## config.mk

```make
export PLATFORM = sky130hd
export DESIGN_NAME = soft_mute_ramp
export DESIGN_NICKNAME = d
export VERILOG_FILES = /design/src/rtl/smr_pkg.sv /design/src/rtl/smr_request_merge.sv /design/src/rtl/smr_ramp_seq.sv /design/src/rtl/smr_gain_rom.sv /design/src/rtl/smr_gain_mul.sv /design/src/rtl/soft_mute_ramp.sv
export SDC_FILE = /design/constraint.sdc
export NUM_CORES = 2
export LEC_CHECK = 0
export BUFFER_PORTS_ARGS = -buffer_cell sky130_fd_sc_hd__clkbuf_2
export CORE_MARGIN = 2
export CORE_UTILIZATION = 42
export CTS_BUF_LIST = sky130_fd_sc_hd__clkbuf_2
export DETAILED_ROUTE_END_ITERATION = 8
export SETUP_SLACK_MARGIN = 0.4
export SLEW_MARGIN = 20
export SYNTH_ARGS = -nofsm -noshare
export SYNTH_HDL_FRONTEND = slang
export SYNTH_SLANG_ARGS = --single-unit
```

## constraint.sdc

```tcl
create_clock -name clk -period 17.26 [get_ports clk]
set_input_delay 3.452 -clock clk [delete_from_list [all_inputs] [get_ports clk]]
set_output_delay 3.452 -clock clk [all_outputs]
set_load 0.1 [all_outputs]
```

## src/rtl/smr_pkg.sv

```systemverilog
package smr_pkg;
  localparam int DATA_W    = 20;
  localparam int COEF_W    = 16;
  localparam int COEF_FRAC = COEF_W - 1;
  localparam int RAMP_STEPS = 128;
  localparam logic [COEF_W-1:0] UNITY = COEF_W'(1 << COEF_FRAC);
  localparam longint HALF_PI_Q30 = 64'sd1686629713;

  // Quarter-sine value for index idx of steps, Q30 Taylor series, rounded to COEF_FRAC bits
  function automatic logic [COEF_W-1:0] quarter_sine(input int idx, input int steps);
    longint th;
    longint term;
    longint acc;
    longint res;
    th  = (longint'(idx) * HALF_PI_Q30 + longint'(steps / 2)) / longint'(steps);
    acc = th;
    term = th;
    for (int k = 1; k <= 6; k++) begin
      term = (term * th) >>> 30;
      term = (term * th) >>> 30;
      term = -term / longint'((2 * k) * (2 * k + 1));
      acc  = acc + term;
    end
    res = (acc * (64'sd1 <<< COEF_FRAC) + (64'sd1 <<< 29)) >>> 30;
    if (res < 0) res = 0;
    if (res > (64'sd1 <<< COEF_FRAC)) res = 64'sd1 <<< COEF_FRAC;
    return COEF_W'(res);
  endfunction

  // Signed sample times unsigned coefficient, rounded half up back to DATA_W bits
  function automatic logic signed [DATA_W-1:0] apply_gain(input logic signed [DATA_W-1:0] s,
                                                          input logic [COEF_W-1:0] c);
    logic signed [DATA_W+COEF_W:0] p;
    p = $signed({{(COEF_W+1){s[DATA_W-1]}}, s}) * $signed({{(DATA_W+1){1'b0}}, c});
    p = p + (DATA_W+COEF_W+1)'(1 << (COEF_FRAC - 1));
    return p[COEF_FRAC +: DATA_W];
  endfunction
endpackage

```

## src/rtl/smr_request_merge.sv

```systemverilog
module smr_request_merge (
  input  logic mute_pin,
  input  logic mute_reg,
  input  logic lock_ok,
  input  logic auto_mute_en,
  output logic lock_mute,
  output logic mute_req
);
  always_comb begin
    lock_mute = !lock_ok && auto_mute_en;
    mute_req  = mute_pin || mute_reg || lock_mute;
  end
endmodule

```

## src/rtl/smr_ramp_seq.sv

```systemverilog
module smr_ramp_seq #(
  parameter int STEPS = smr_pkg::RAMP_STEPS,
  localparam int LVL_W = $clog2(STEPS + 1)
) (
  input  logic             clk,
  input  logic             rst_n,
  input  logic             strobe,
  input  logic             mute_req,
  output logic [LVL_W-1:0] level,
  output logic             step_down,
  output logic             step_up,
  output logic             at_zero,
  output logic             at_full
);
  localparam logic [LVL_W-1:0] TOP = LVL_W'(STEPS);

  always_comb begin
    at_zero   = (level == '0);
    at_full   = (level == TOP);
    step_down = strobe && mute_req && !at_zero;
    step_up   = strobe && !mute_req && !at_full;
  end

  always_ff @(posedge clk or negedge rst_n) begin
    if (!rst_n)         level <= '0;
    else if (step_down) level <= level - 1'b1;
    else if (step_up)   level <= level + 1'b1;
  end

  assert_level_range_R3: assert property (@(posedge clk) disable iff (!rst_n)
    level <= TOP);
  assert_hold_without_strobe_R2: assert property (@(posedge clk) disable iff (!rst_n)
    !strobe |=> $stable(level));
  assert_single_step_R2: assert property (@(posedge clk) disable iff (!rst_n)
    strobe |=> ((level == $past(level)) || (level == $past(level) + 1'b1)
               || (level == $past(level) - 1'b1)));
endmodule

```

## src/rtl/smr_gain_rom.sv

```systemverilog
module smr_gain_rom #(
  parameter int STEPS = smr_pkg::RAMP_STEPS,
  localparam int LVL_W = $clog2(STEPS + 1),
  localparam int IDX_W = $clog2(STEPS)
) (
  input  logic [LVL_W-1:0]             level,
  output logic [smr_pkg::COEF_W-1:0]   coef
);
  logic [smr_pkg::COEF_W-1:0] rom [STEPS];

  for (genvar i = 0; i < STEPS; i++) begin : g_rom
    assign rom[i] = smr_pkg::quarter_sine(i, STEPS);
  end

  always_comb begin
    if (level >= LVL_W'(STEPS)) coef = smr_pkg::UNITY;
    else                        coef = rom[level[IDX_W-1:0]];
  end

  assert_unity_at_top_R6: assert property (@(level)
    (level == LVL_W'(STEPS)) |-> (coef == smr_pkg::UNITY));
  assert_zero_at_bottom_R8: assert property (@(level)
    (level == '0) |-> (coef == '0));
endmodule

```

## src/rtl/smr_gain_mul.sv

```systemverilog
module smr_gain_mul #(
  parameter int LANES = 2,
  parameter int DW = smr_pkg::DATA_W,
  parameter int CW = smr_pkg::COEF_W
) (
  input  logic                 clk,
  input  logic                 rst_n,
  input  logic                 strobe,
  input  logic [CW-1:0]        coef,
  input  logic signed [DW-1:0] din  [LANES],
  output logic signed [DW-1:0] dout [LANES],
  output logic                 dvalid
);
  for (genvar g = 0; g < LANES; g++) begin : g_lane
    always_ff @(posedge clk or negedge rst_n) begin
      if (!rst_n)      dout[g] <= '0;
      else if (strobe) dout[g] <= smr_pkg::apply_gain(din[g], coef);
    end
  end

  always_ff @(posedge clk or negedge rst_n) begin
    if (!rst_n) dvalid <= 1'b0;
    else        dvalid <= strobe;
  end

  assert_valid_latency_R9: assert property (@(posedge clk) disable iff (!rst_n)
    strobe |=> dvalid);
  assert_valid_pulse_R9: assert property (@(posedge clk) disable iff (!rst_n)
    !strobe |=> !dvalid);
endmodule

```

## src/rtl/soft_mute_ramp.sv

```systemverilog
module soft_mute_ramp #(
  parameter int STEPS  = smr_pkg::RAMP_STEPS,
  parameter int DATA_W = smr_pkg::DATA_W
) (
  input  logic              clk,
  input  logic              rst_n,
  input  logic              smp_valid,
  input  logic [DATA_W-1:0] in_left,
  input  logic [DATA_W-1:0] in_right,
  input  logic              mute_pin,
  input  logic              mute_reg,
  input  logic              lock_ok,
  input  logic              auto_mute_en,
  output logic              out_valid,
  output logic [DATA_W-1:0] out_left,
  output logic [DATA_W-1:0] out_right,
  output logic              muted,
  output logic              full_gain
);
  localparam int LVL_W = $clog2(STEPS + 1);
  localparam logic [LVL_W-1:0] TOP = LVL_W'(STEPS);

  logic                        lock_mute;
  logic                        mute_req;
  logic [LVL_W-1:0]            level;
  logic                        step_down;
  logic                        step_up;
  logic [smr_pkg::COEF_W-1:0]  coef;
  logic signed [DATA_W-1:0]    lanes_in  [2];
  logic signed [DATA_W-1:0]    lanes_out [2];

  smr_request_merge u_merge (
    .mute_pin(mute_pin), .mute_reg(mute_reg), .lock_ok(lock_ok),
    .auto_mute_en(auto_mute_en), .lock_mute(lock_mute), .mute_req(mute_req)
  );

  smr_ramp_seq #(.STEPS(STEPS)) u_seq (
    .clk(clk), .rst_n(rst_n), .strobe(smp_valid), .mute_req(mute_req),
    .level(level), .step_down(step_down), .step_up(step_up),
    .at_zero(muted), .at_full(full_gain)
  );

  smr_gain_rom #(.STEPS(STEPS)) u_rom (.level(level), .coef(coef));

  assign lanes_in[0] = $signed(in_left);
  assign lanes_in[1] = $signed(in_right);

  smr_gain_mul #(.LANES(2), .DW(DATA_W), .CW(smr_pkg::COEF_W)) u_mul (
    .clk(clk), .rst_n(rst_n), .strobe(smp_valid), .coef(coef),
    .din(lanes_in), .dout(lanes_out), .dvalid(out_valid)
  );

  assign out_left  = lanes_out[0];
  assign out_right = lanes_out[1];

  assert_pin_fades_R1: assert property (@(posedge clk) disable iff (!rst_n)
    (smp_valid && mute_pin && level != '0) |=> (level == $past(level) - 1'b1));
  assert_lock_fades_R1: assert property (@(posedge clk) disable iff (!rst_n)
    (smp_valid && !lock_ok && auto_mute_en && level != '0) |=> (level == $past(level) - 1'b1));
  assert_release_reverses_R4: assert property (@(posedge clk) disable iff (!rst_n)
    (smp_valid && !mute_pin && !mute_reg && (lock_ok || !auto_mute_en) && level != TOP)
      |=> (level == $past(level) + 1'b1));
  assert_lock_ignored_R11: assert property (@(posedge clk) disable iff (!rst_n)
    (!auto_mute_en && !mute_pin && !mute_reg) |-> !mute_req);
  assert_status_exclusive_R5: assert property (@(posedge clk) disable iff (!rst_n)
    !(muted && full_gain));
  assert_silent_output_R8: assert property (@(posedge clk) disable iff (!rst_n)
    (smp_valid && muted) |=> (out_left == '0 && out_right == '0));
  assert_passthrough_R6: assert property (@(posedge clk) disable iff (!rst_n)
    (smp_valid && full_gain) |=> (out_left == $past(in_left) && out_right == $past(in_right)));
  assert_one_event_R2: assert property (@(posedge clk) disable iff (!rst_n)
    !(step_up && step_down));
endmodule

```

==> metrics.md <==
| Metric | Value |
|---|---|
| Outcome | finished clean |
| Worst hold slack | 0.532 ns |
| Mapped Nets | 4183 |
| Congestion Overflow GR | 0 |
| FP Rows | 95 |
| Minimum clock period after layout | 10.11 ns |
| Startpoint types | flop |
| GPL Wtd Cong | 0.922 |
| Drt first pass iters | 7 |
| Cell mode on critical path | fa_1 |
| Die Wd | 263 um |
| Largest cells by area after synthesis | fa_1, inv_1, ha_1 |
| I/O Buffers | 89 |
| Avg Cell Area, Syn | 8.59 um^2 |
| Sink Count | 49 |
| Routed vias | 21600 |
| Commonest non-fill, non-tap cells in the layout | inv_1, fa_1, nand2_1 |
| Gr usage total | 23.1% |
| Maxcap violations | 0 |
| Nature of the critical path endpoint | flop |
| Yosys top cell by area | fa_1 |
| H-tree depth | 2 |
| # nets final | 4138 |
| Fin. max-slew vios | 0 |
| Slew @ Worst Pin | 0.865 ns |
| CTS buffer count | 5 |
| Vias in the first global route | 22862 |
| Post-synthesis sequential area ratio | 4.34% |
| Clk_lat worst skew | 0.63 ns |
| EDFF count, synth | 0 |
| Starting Density | 42.2% |
| Slowest stage delay, CP | 0.70 ns |
| Area growth syn-to-layout | 4.21% |
| Commonest non-fill, non-tap cell in the layout | inv_1 |
| Slew Limit Headroom | 42.3% |
| Syn Std Cell Area | 0.0283 mm^2 |
| I/O pins | 90 |
| Synth Instances | 3291 |
| Hold Buf Count CTS | 0 |
| DR vias/cell | 5.24 |
| Remaining DRCs | 0 |
| Clock slew at reported path FFs | 0.41 ns |
| Worst path required time | 17.85 ns |
| Die area | 0.0694 mm^2 |
| Tcrit/Tclk final | 58.6% |
| Bufs on Longest Clock Path | 2 |
| Placeable Area | 0.0669 mm^2 |
| Flip-flop and latch area | 0.00123 mm^2 |
| Yosys cell types | 81 |
| RSZ-0062 raised after global routing | no |
| Setup violators final | 0 |
| Fin Setup TNS | 0 ns |
| Synthesized flop and latch total | 49 |
| Total Wirelength | 76400 um |
| Fmax | 0.0989 GHz |
| First-pass GRT wire length | 126000 um |
| Drt initial violations | 1526 |
| Cell count after placement | 4112 |
| CP max FO | 89 |
| Antenna Nets Post-Route | 0 |
| Largest delay contributor family on the critical path | adder cells |
| Fin. Hold Viols | 0 |
| Drt wl/cell | 18.5 um |
| Arrival @ worst endpoint | 10.71 ns |
| Number of post-CTS setup repair buffers | 0 |
| Post-DP HPWL | 57000 um |
| Non-Filler Instances | 4122 |
| FILL cells | 6742 |
| Largest net degree at the start of global routing | 90 |
| Post-synth top area share | 43.7% |
| Async SR Flop Fraction | 100% |
| WP buf/inv | 7 |
| DIE HEIGHT | 263 um |
| Antenna violations before repair | 5 |
| CTS tree | yes |
| Synth warnings | 0 |
| Top_reg_cell synth | dfrtp_1 |
| Share of cells above drive strength 1 | 5.48% |
| Setup CP Type | reg2reg |
| Area of the multi-input gates | 0.0234 mm^2 |
| Post-CTS resize count | 0 |
| Hold Path Class | reg2reg |
| Slowest stage cell, crit path | a311oi_1 |
| Final Skew | 0.0786 ns |
| Clock root buffer | clkbuf_2 |
stage by stage:
stage          util [%]  setup WS [ns]  cell area, um^2
2_1_floorplan         -           7.98            28300
3_3_place_gp       43.9           7.36            29400
3_5_place_dp       43.9           7.34            29400
4_1_cts            44.0           7.40            29400
5_1_grt            44.0           6.71            29400
6_report           44.0           7.15            29400
final cells by class:
class / count / share of cell area, %
Sequential cell: 49 / 4.18
Antenna cell: 2 / 0.0170
Clock buffer: 5 / 0.0850
Clock inverter: 3 / 0.0977
Inverter: 815 / 10.4
Timing Repair Buffer: 116 / 2.20
Tap cell: 873 / 3.71
Multi-Input combinational cell: 2259 / 79.3
cells by family (layout without fill, tap and decap cells):
logic type	Yosys count	in the layout	share of synthesized area, %
xor gates and xnor gates	57	57	1.77
buffers and inverters	983	939	13.4
and+or+nand+nor	968	968	17.2
DFF	49	49	4.34
other	0	2	0
adders and majority gates	845	845	53.8
muxes	19	19	0.784
AOI/OAI and AO/OA	370	370	8.73
synthesized netlist by cell type, drive strengths merged (45+ instances only):
master / instances
a21oi: 102
and2: 271
buf: 45
clkbuf: 122
dfrtp: 49
fa: 617
ha: 228
inv: 815
nand2: 377
nor2: 90
nor2b: 88
o21ai: 73
path summary, 6_finish.rpt:
path                                                    to  slack, ns                  startpoint  depth (start not counted)
worst min-delay path            u_mul.dout[27]$_DFFE_PN0P_       0.53  u_mul.dout[27]$_DFFE_PN0P_                          2
min in group asynchronous       u_mul.dout[19]$_DFFE_PN0P_       2.92                       rst_n                          2
worst max register to register  u_mul.dout[14]$_DFFE_PN0P_       7.15  u_seq.level[2]$_DFFE_PN0P_                         31
worst max-delay path            u_mul.dout[14]$_DFFE_PN0P_       7.15  u_seq.level[2]$_DFFE_PN0P_                         31
worst min register to register  u_mul.dout[27]$_DFFE_PN0P_       0.53  u_mul.dout[27]$_DFFE_PN0P_                          2
max in group asynchronous        u_mul.dout[4]$_DFFE_PN0P_      13.77                       rst_n                          2
state kept, by name, summed over array words and instances (netlist names):
signal	count
u_seq.level	8
u_mul.dvalid	1
u_mul.dout	40
worst reg2reg max path, delay by kind of cell, from the launching register on:
family	cells	cell delay (ns)
AO/OA/AOI/OAI	9	2.33
buffers and inverters	7	2.29
AND/OR/NAND/NOR	6	1.16
adder cells (fa/ha/maj)	7	3.47
flip-flops	1	0.44
multiplexers	1	0.25
XOR/XNOR	1	0.14
metal layers:
| metal | track usage [%] | wire length [um] | up-vias |
|---|---|---|---|
| met5 | 0 | 8 | - |
| met4 | 7.12 | 2500 | 2 |
| met3 | 2.16 | 3820 | 126 |
| met2 | 38.4 | 36600 | 599 |
| met1 | 32.1 | 33500 | 11073 |
| li1 | - | - | 9800 |
Power is not shown: default switching activity piles up to over one toggle a cycle in this logic, so the estimate is an artifact.
